==> config.mk <==
export PLATFORM = sky130hd
export DESIGN_NAME = sci_chain_if
export DESIGN_NICKNAME = d
export VERILOG_FILES = /design/src/rtl/sci_pkg.sv /design/src/rtl/sci_pin_sync.sv /design/src/rtl/sci_frame_rx.sv /design/src/rtl/sci_dout_path.sv /design/src/rtl/sci_chain_if.sv
export SDC_FILE = /design/constraint.sdc
export NUM_CORES = 1
export LEC_CHECK = 0
export BUFFER_PORTS_ARGS = -buffer_cell sky130_fd_sc_hd__buf_2
export CORE_UTILIZATION = 58
export DETAILED_ROUTE_END_ITERATION = 12
export PLACE_DENSITY_LB_ADDON = 0.12
export SLEW_MARGIN = 20
export SYNTH_ARGS = -nofsm -noshare
export SYNTH_HDL_FRONTEND = slang
export SYNTH_HIERARCHICAL = 1
export SYNTH_SLANG_ARGS = --single-unit
==> constraint.sdc <==
create_clock -name clk -period 3.1 [get_ports clk]
set_clock_uncertainty 0.15 [all_clocks]
set_input_delay 0.62 -clock clk [delete_from_list [all_inputs] [get_ports clk]]
set_output_delay 0.62 -clock clk [all_outputs]
set_load 0.01 [all_outputs]
==> src/rtl/sci_pkg.sv <==
package sci_pkg;

  typedef enum logic [1:0] {
    CMD_NONE  = 2'd0,
    CMD_WRITE = 2'd1,
    CMD_READ  = 2'd2
  } sci_cmd_e;

  localparam int PIN_SCLK = 0;
  localparam int PIN_LD   = 1;
  localparam int PIN_DIN  = 2;
  localparam int PIN_CNT  = 3;

endpackage

==> src/rtl/sci_pin_sync.sv <==
module sci_pin_sync #(
  parameter int WIDTH  = 3,
  parameter int STAGES = 2
) (
  input  logic             clk,
  input  logic             rst_n,
  input  logic [WIDTH-1:0] async_i,
  output logic [WIDTH-1:0] level_o,
  output logic [WIDTH-1:0] rise_o,
  output logic [WIDTH-1:0] fall_o
);

  genvar g;
  generate
    for (g = 0; g < WIDTH; g++) begin : g_pin
      logic [STAGES:0] pipe_q;
      logic [STAGES:0] pipe_d;

      always_comb begin
        pipe_d = {pipe_q[STAGES-1:0], async_i[g]};
      end

      always_ff @(posedge clk or negedge rst_n) begin
        if (!rst_n) begin
          pipe_q <= '0;
        end else begin
          pipe_q <= pipe_d;
        end
      end

      assign level_o[g] = pipe_q[STAGES-1];
      assign rise_o[g]  = pipe_q[STAGES-1] & ~pipe_q[STAGES];
      assign fall_o[g]  = ~pipe_q[STAGES-1] & pipe_q[STAGES];
    end
  endgenerate

endmodule

==> src/rtl/sci_frame_rx.sv <==
module sci_frame_rx
  import sci_pkg::*;
#(
  parameter int FRAME_W = 16,
  parameter int ADDR_W  = 6,
  parameter int DATA_W  = 8
) (
  input  logic              clk,
  input  logic              rst_n,
  input  logic              sclk_rise,
  input  logic              ld_level,
  input  logic              ld_rise,
  input  logic              ld_fall,
  input  logic              din,
  output logic              wr_en,
  output logic [ADDR_W-1:0] wr_addr,
  output logic [DATA_W-1:0] wr_data,
  output logic              rd_req,
  output logic [ADDR_W-1:0] rd_addr
);

  localparam int CNT_W     = $clog2(FRAME_W);
  localparam int RD_W      = FRAME_W / 2;
  localparam int RW_BIT    = FRAME_W - 2;
  localparam int RD_RW_BIT = RD_W - 2;
  localparam logic [CNT_W-1:0] CNT_LAST = CNT_W'(FRAME_W - 1);
  localparam logic [CNT_W-1:0] CNT_RD   = CNT_W'(RD_W);

  logic [FRAME_W-1:0] shreg_q, shreg_d;
  logic [CNT_W-1:0]   cnt_q, cnt_d;
  logic               full_q, full_d;
  logic [CNT_W-1:0]   cnt_base;
  logic               full_base;
  logic               shift_en;

  sci_cmd_e           cmd_d;
  logic [ADDR_W-1:0]  addr_d;
  logic [DATA_W-1:0]  data_d;
  logic               wr_en_q;
  logic               rd_req_q;
  logic [ADDR_W-1:0]  wr_addr_q, rd_addr_q;
  logic [DATA_W-1:0]  wr_data_q;
  logic               cmd_upd;

  // frame assembly
  always_comb begin
    shift_en  = sclk_rise & ~ld_level;
    cnt_base  = ld_fall ? '0 : cnt_q;
    full_base = ld_fall ? 1'b0 : full_q;
    shreg_d   = shreg_q;
    cnt_d     = cnt_base;
    full_d    = full_base;
    if (shift_en) begin
      shreg_d = {shreg_q[FRAME_W-2:0], din};
      if (cnt_base == CNT_LAST) begin
        cnt_d  = '0;
        full_d = 1'b1;
      end else begin
        cnt_d  = cnt_base + 1'b1;
      end
    end
  end

  always_ff @(posedge clk or negedge rst_n) begin
    if (!rst_n) begin
      shreg_q <= '0;
      cnt_q   <= '0;
      full_q  <= 1'b0;
    end else begin
      shreg_q <= shreg_d;
      cnt_q   <= cnt_d;
      full_q  <= full_d;
    end
  end

  // command decode on load rising edge
  always_comb begin
    cmd_d  = CMD_NONE;
    addr_d = '0;
    data_d = shreg_q[DATA_W-1:0];
    if (ld_rise) begin
      if (full_q && (cnt_q == '0) && !shreg_q[RW_BIT]) begin
        addr_d = shreg_q[DATA_W +: ADDR_W];
        if (addr_d != '0) begin
          cmd_d = CMD_WRITE;
        end
      end else if (!full_q && (cnt_q == CNT_RD) && shreg_q[RD_RW_BIT]) begin
        addr_d = shreg_q[ADDR_W-1:0];
        cmd_d  = CMD_READ;
      end
    end
    cmd_upd = (cmd_d != CMD_NONE);
  end

  always_ff @(posedge clk or negedge rst_n) begin
    if (!rst_n) begin
      wr_en_q  <= 1'b0;
      rd_req_q <= 1'b0;
    end else begin
      wr_en_q  <= (cmd_d == CMD_WRITE);
      rd_req_q <= (cmd_d == CMD_READ);
    end
  end

  always_ff @(posedge clk or negedge rst_n) begin
    if (!rst_n) begin
      wr_addr_q <= '0;
      wr_data_q <= '0;
      rd_addr_q <= '0;
    end else if (cmd_upd) begin
      if (cmd_d == CMD_WRITE) begin
        wr_addr_q <= addr_d;
        wr_data_q <= data_d;
      end else begin
        rd_addr_q <= addr_d;
      end
    end
  end

  assign wr_en   = wr_en_q;
  assign wr_addr = wr_addr_q;
  assign wr_data = wr_data_q;
  assign rd_req  = rd_req_q;
  assign rd_addr = rd_addr_q;

endmodule

==> src/rtl/sci_dout_path.sv <==
module sci_dout_path #(
  parameter int FRAME_W = 16,
  parameter int DATA_W  = 8
) (
  input  logic              clk,
  input  logic              rst_n,
  input  logic              sclk_rise,
  input  logic              ld_fall,
  input  logic              din,
  input  logic              rd_load,
  input  logic [DATA_W-1:0] rd_data,
  output logic              dout
);

  localparam int RCNT_W = $clog2(DATA_W + 1);
  localparam logic [RCNT_W-1:0] RCNT_FULL = RCNT_W'(DATA_W);

  logic [FRAME_W-1:0] dline_q, dline_d;
  logic [DATA_W-1:0]  rsr_q, rsr_d;
  logic [RCNT_W-1:0]  rcnt_q, rcnt_d;
  logic               dout_q, dout_d;
  logic               rd_active;

  assign rd_active = (rcnt_q != '0);

  always_comb begin
    dline_d = dline_q;
    rsr_d   = rsr_q;
    rcnt_d  = rcnt_q;
    dout_d  = dout_q;
    if (rd_load) begin
      rsr_d  = rd_data;
      rcnt_d = RCNT_FULL;
    end else if (ld_fall) begin
      rcnt_d = '0;
    end
    if (sclk_rise) begin
      dline_d = {dline_q[FRAME_W-2:0], din};
      if (rd_active && !ld_fall) begin
        dout_d = rsr_q[DATA_W-1];
        rsr_d  = {rsr_q[DATA_W-2:0], 1'b0};
        rcnt_d = rcnt_q - 1'b1;
      end else begin
        dout_d = dline_q[FRAME_W-1];
      end
    end
  end

  always_ff @(posedge clk or negedge rst_n) begin
    if (!rst_n) begin
      dline_q <= '0;
      rsr_q   <= '0;
      rcnt_q  <= '0;
      dout_q  <= 1'b0;
    end else begin
      dline_q <= dline_d;
      rsr_q   <= rsr_d;
      rcnt_q  <= rcnt_d;
      dout_q  <= dout_d;
    end
  end

  assign dout = dout_q;

endmodule

==> src/rtl/sci_chain_if.sv <==
module sci_chain_if
  import sci_pkg::*;
#(
  parameter int FRAME_W     = 16,
  parameter int ADDR_W      = 6,
  parameter int DATA_W      = 8,
  parameter int SYNC_STAGES = 2
) (
  input  logic              clk,
  input  logic              rst_n,
  input  logic              ser_clk,
  input  logic              ser_ld,
  input  logic              ser_din,
  output logic              ser_dout,
  output logic              wr_en,
  output logic [ADDR_W-1:0] wr_addr,
  output logic [DATA_W-1:0] wr_data,
  output logic              rd_req,
  output logic [ADDR_W-1:0] rd_addr,
  input  logic [DATA_W-1:0] rd_data
);

  localparam int RST_STAGES = 2;

  logic [RST_STAGES-1:0] rst_pipe_q;
  logic                  rst_core_n;

  // asynchronous assert, synchronous release
  always_ff @(posedge clk or negedge rst_n) begin
    if (!rst_n) begin
      rst_pipe_q <= '0;
    end else begin
      rst_pipe_q <= {rst_pipe_q[RST_STAGES-2:0], 1'b1};
    end
  end
  assign rst_core_n = rst_pipe_q[RST_STAGES-1];

  logic [PIN_CNT-1:0] pin_raw, pin_lvl, pin_rise, pin_fall;
  logic               sclk_rise, ld_level, ld_rise, ld_fall, din_s;
  logic               unused_edges;

  assign pin_raw[PIN_SCLK] = ser_clk;
  assign pin_raw[PIN_LD]   = ser_ld;
  assign pin_raw[PIN_DIN]  = ser_din;

  sci_pin_sync #(
    .WIDTH  (PIN_CNT),
    .STAGES (SYNC_STAGES)
  ) u_sync (
    .clk     (clk),
    .rst_n   (rst_core_n),
    .async_i (pin_raw),
    .level_o (pin_lvl),
    .rise_o  (pin_rise),
    .fall_o  (pin_fall)
  );

  assign sclk_rise = pin_rise[PIN_SCLK];
  assign ld_level  = pin_lvl[PIN_LD];
  assign ld_rise   = pin_rise[PIN_LD];
  assign ld_fall   = pin_fall[PIN_LD];
  assign din_s     = pin_lvl[PIN_DIN];
  assign unused_edges = pin_lvl[PIN_SCLK] ^ pin_fall[PIN_SCLK] ^
                        pin_rise[PIN_DIN] ^ pin_fall[PIN_DIN];

  sci_frame_rx #(
    .FRAME_W (FRAME_W),
    .ADDR_W  (ADDR_W),
    .DATA_W  (DATA_W)
  ) u_rx (
    .clk       (clk),
    .rst_n     (rst_core_n),
    .sclk_rise (sclk_rise),
    .ld_level  (ld_level),
    .ld_rise   (ld_rise),
    .ld_fall   (ld_fall),
    .din       (din_s),
    .wr_en     (wr_en),
    .wr_addr   (wr_addr),
    .wr_data   (wr_data),
    .rd_req    (rd_req),
    .rd_addr   (rd_addr)
  );

  sci_dout_path #(
    .FRAME_W (FRAME_W),
    .DATA_W  (DATA_W)
  ) u_dout (
    .clk       (clk),
    .rst_n     (rst_core_n),
    .sclk_rise (sclk_rise),
    .ld_fall   (ld_fall),
    .din       (din_s),
    .rd_load   (rd_req),
    .rd_data   (rd_data),
    .dout      (ser_dout)
  );

endmodule

==> results.yml <==
critical_path:
  max_stage_delay_ps: 490
  r2r_slack_ps: 790
  path_max_fanout: 10
  cp_slowest_cell: "or4b_4"
  cp-startpoint: "u_sync/g_pin[1].pipe_q[1]"
  start_kind: "register"
  r2r-end: "u_rx/wr_data[7]"
  cp_cell_sequence: "nor2b_1, or4b_4, nor4b_4, o31ai_2, buf_4, mux2_4"
  cp.arrival_ps: 2390
  worstReg2RegStart: "u_sync/g_pin[1].pipe_q[1]"
  cp-end-kind: "register"
  rr_worst_depth: 6
  worstPathRequired_ps: 3180
  path_class: "reg2reg"
sta:
  timing.final.crit_share_pct: 74.49
  worstMarginPinSlew_ps: 986.5
  fin_ws_ps: 790.8
  fmax_mhz: 433.1
  rsz0062_at_grt: "no"
  slew-limit-headroom_pct: 33.95
  period_needed_ps: 2309
  finalHoldViolations: 0
  setup_viol: 0
  fin_tns_setup_ps: 0
  slew_viol_final: 0
routing:
  drc: 0
  finalWirelength_um: 5145
  drt_first_pass_iters: 5
  dr.first_iter.drc_count: 98
  detailroute.via_count: 1868
  ant_nets: 0
  viasPerCell: 5.247
  wl_per_cell_um: 14.45
floorplanning:
  die_h_um: 77.11
  rows: 26
  die_area_um2: 5945
  die_w_um: 77.11
  io_pins: 36
  coreArea_um2: 5270
  initial_core_util_pct: 62.08
global_routing:
  antenna_found_initial: 0
  grt_max_degree: 80
  overflow: 0
  grt_pass1_wl_um: 8756
  grt_usage_pct: 19.35
  grt_pass1_vias: 1866
clock_tree:
  clockBufferDepth: 2
  path_clk_slew_ps: 80
  cts_tree: "built"
  clkSinkCount: 81
  cts_setup_buffers: 0
  cts_buffers: 9
  clock_latency_ps: 340
  cts_resized: 0
  cts_hold_buf: 1
  cts_root_buf: "clkbuf_8"
  htreeDepth: 3
finish:
  drive_gt1_share_pct: 39.16
  area_growth_pct: 14.07
  fin_util_pct: 70.82
  antennaDiodeCount: 0
  finalNetCount: 297
  design_area_um2: 3732
run:
  maxCapViolCount: 0
yosys:
  syn_nets: 255
  avgSynthCellArea_um2: 13.63
  syn_area_um2: 3272
  yosys_warnings: 6
  syn-instance-count: 240
pwr:
  p_leak_nw: 1.927
  vdd_drop_max_mv: 0.3811
  p_per_area_nw_per_um2: 591.1
place:
  post-place-ws_ps: 802.2
  port_buffers: 35
  routabilityCongestion: 0.7636
  place_area_um2: 3508
  dp_hpwl_um: 3289
hold_path:
  hold_class: "reg2async"
status:
  status: "complete, no violations"
critical path, delay by kind of cell, from the launching register on:
family	cells	cell delay, ps
multiplexers	1	300
buffers and inverters	1	220
AO/OA/AOI/OAI	1	190
AND/OR/NAND/NOR	3	940
flip-flops	1	400
power by group:
part	internal (mW)	switching [mW]	total, mW
clock	0.386	0.343	0.729
combinational	0.120	0.0852	0.205
sequential	1.18	0.0881	1.27
total	1.69	0.516	2.21
routing by layer:
metal | global-route usage (%) | share of wire (%) | up-vias
met5 | 0 | 0 | -
met4 | 10.19 | 2.2 | 0
met3 | 3.690 | 3.3 | 8
met2 | 28.13 | 46 | 41
met1 | 27.75 | 49 | 915
li1 | - | - | 904
registers in the layout (all words and copies together), names as in the netlist:
| name | count |
|---|---|
| rst_pipe_q | 2 |
| u_dout/dline_q | 16 |
| u_dout/dout | 1 |
| u_dout/rcnt_q | 4 |
| u_dout/rsr_q | 8 |
| u_rx/cnt_q | 4 |
| u_rx/full_q | 1 |
| u_rx/rd_addr | 6 |
| u_rx/rd_req | 1 |
| u_rx/shreg_q | 15 |
| u_rx/wr_addr | 6 |
| u_rx/wr_data | 8 |
| u_rx/wr_en | 1 |
| u_sync/g_pin.pipe_q | 8 |
layout make-up:
class	instances	area, µm²
clock buffer	11	141.4
clock inverter	4	45.04
fill	384	1538
inverter	4	15.01
multi-input combinational	144	1162
sequential	81	2031
tap	70	87.58
timing repair buffer	42	250.2
cell usage in the layout (no fill, tap or decap), drive strengths merged, types with 2 or more instances in the layout:
cell and n:
nor3b 2, nand2b 2, a41oi 2, ha 2
xnor2 2, nor2 3, mux2i 2, mux2 47
clkbuf 11, dfrtp 81, nor3 3, a21oi 2
a22o 7, xor2 2, clkinv 3, nand2 47
inv 4, buf 41, nor2b 7
stage by stage:
stage / hold WS, ps / total power, mW / std cells
finish: 111.5 / 2.206 / 356
detailed placement: 186.4 / 1.495 / 339
global placement: 184.3 / 1.480 / 339
global route: 154.0 / 2.316 / 356
floorplan: 174.4 / 1.432 / 240
CTS: 202.7 / 2.219 / 355
worst max-delay path by stage:
stage                              to  slack [ps]  cells after the start
floorplan           u_dout/dline_q[0]         530                      0
global placement      u_dout/rsr_q[7]         830                      5
detailed placement    u_dout/rsr_q[1]         800                      5
CTS                   u_rx/wr_data[7]         790                      6
global route          u_dout/rsr_q[7]         680                      5
finish                u_rx/wr_data[7]         790                      6
(Power assumes the default switching activity.)
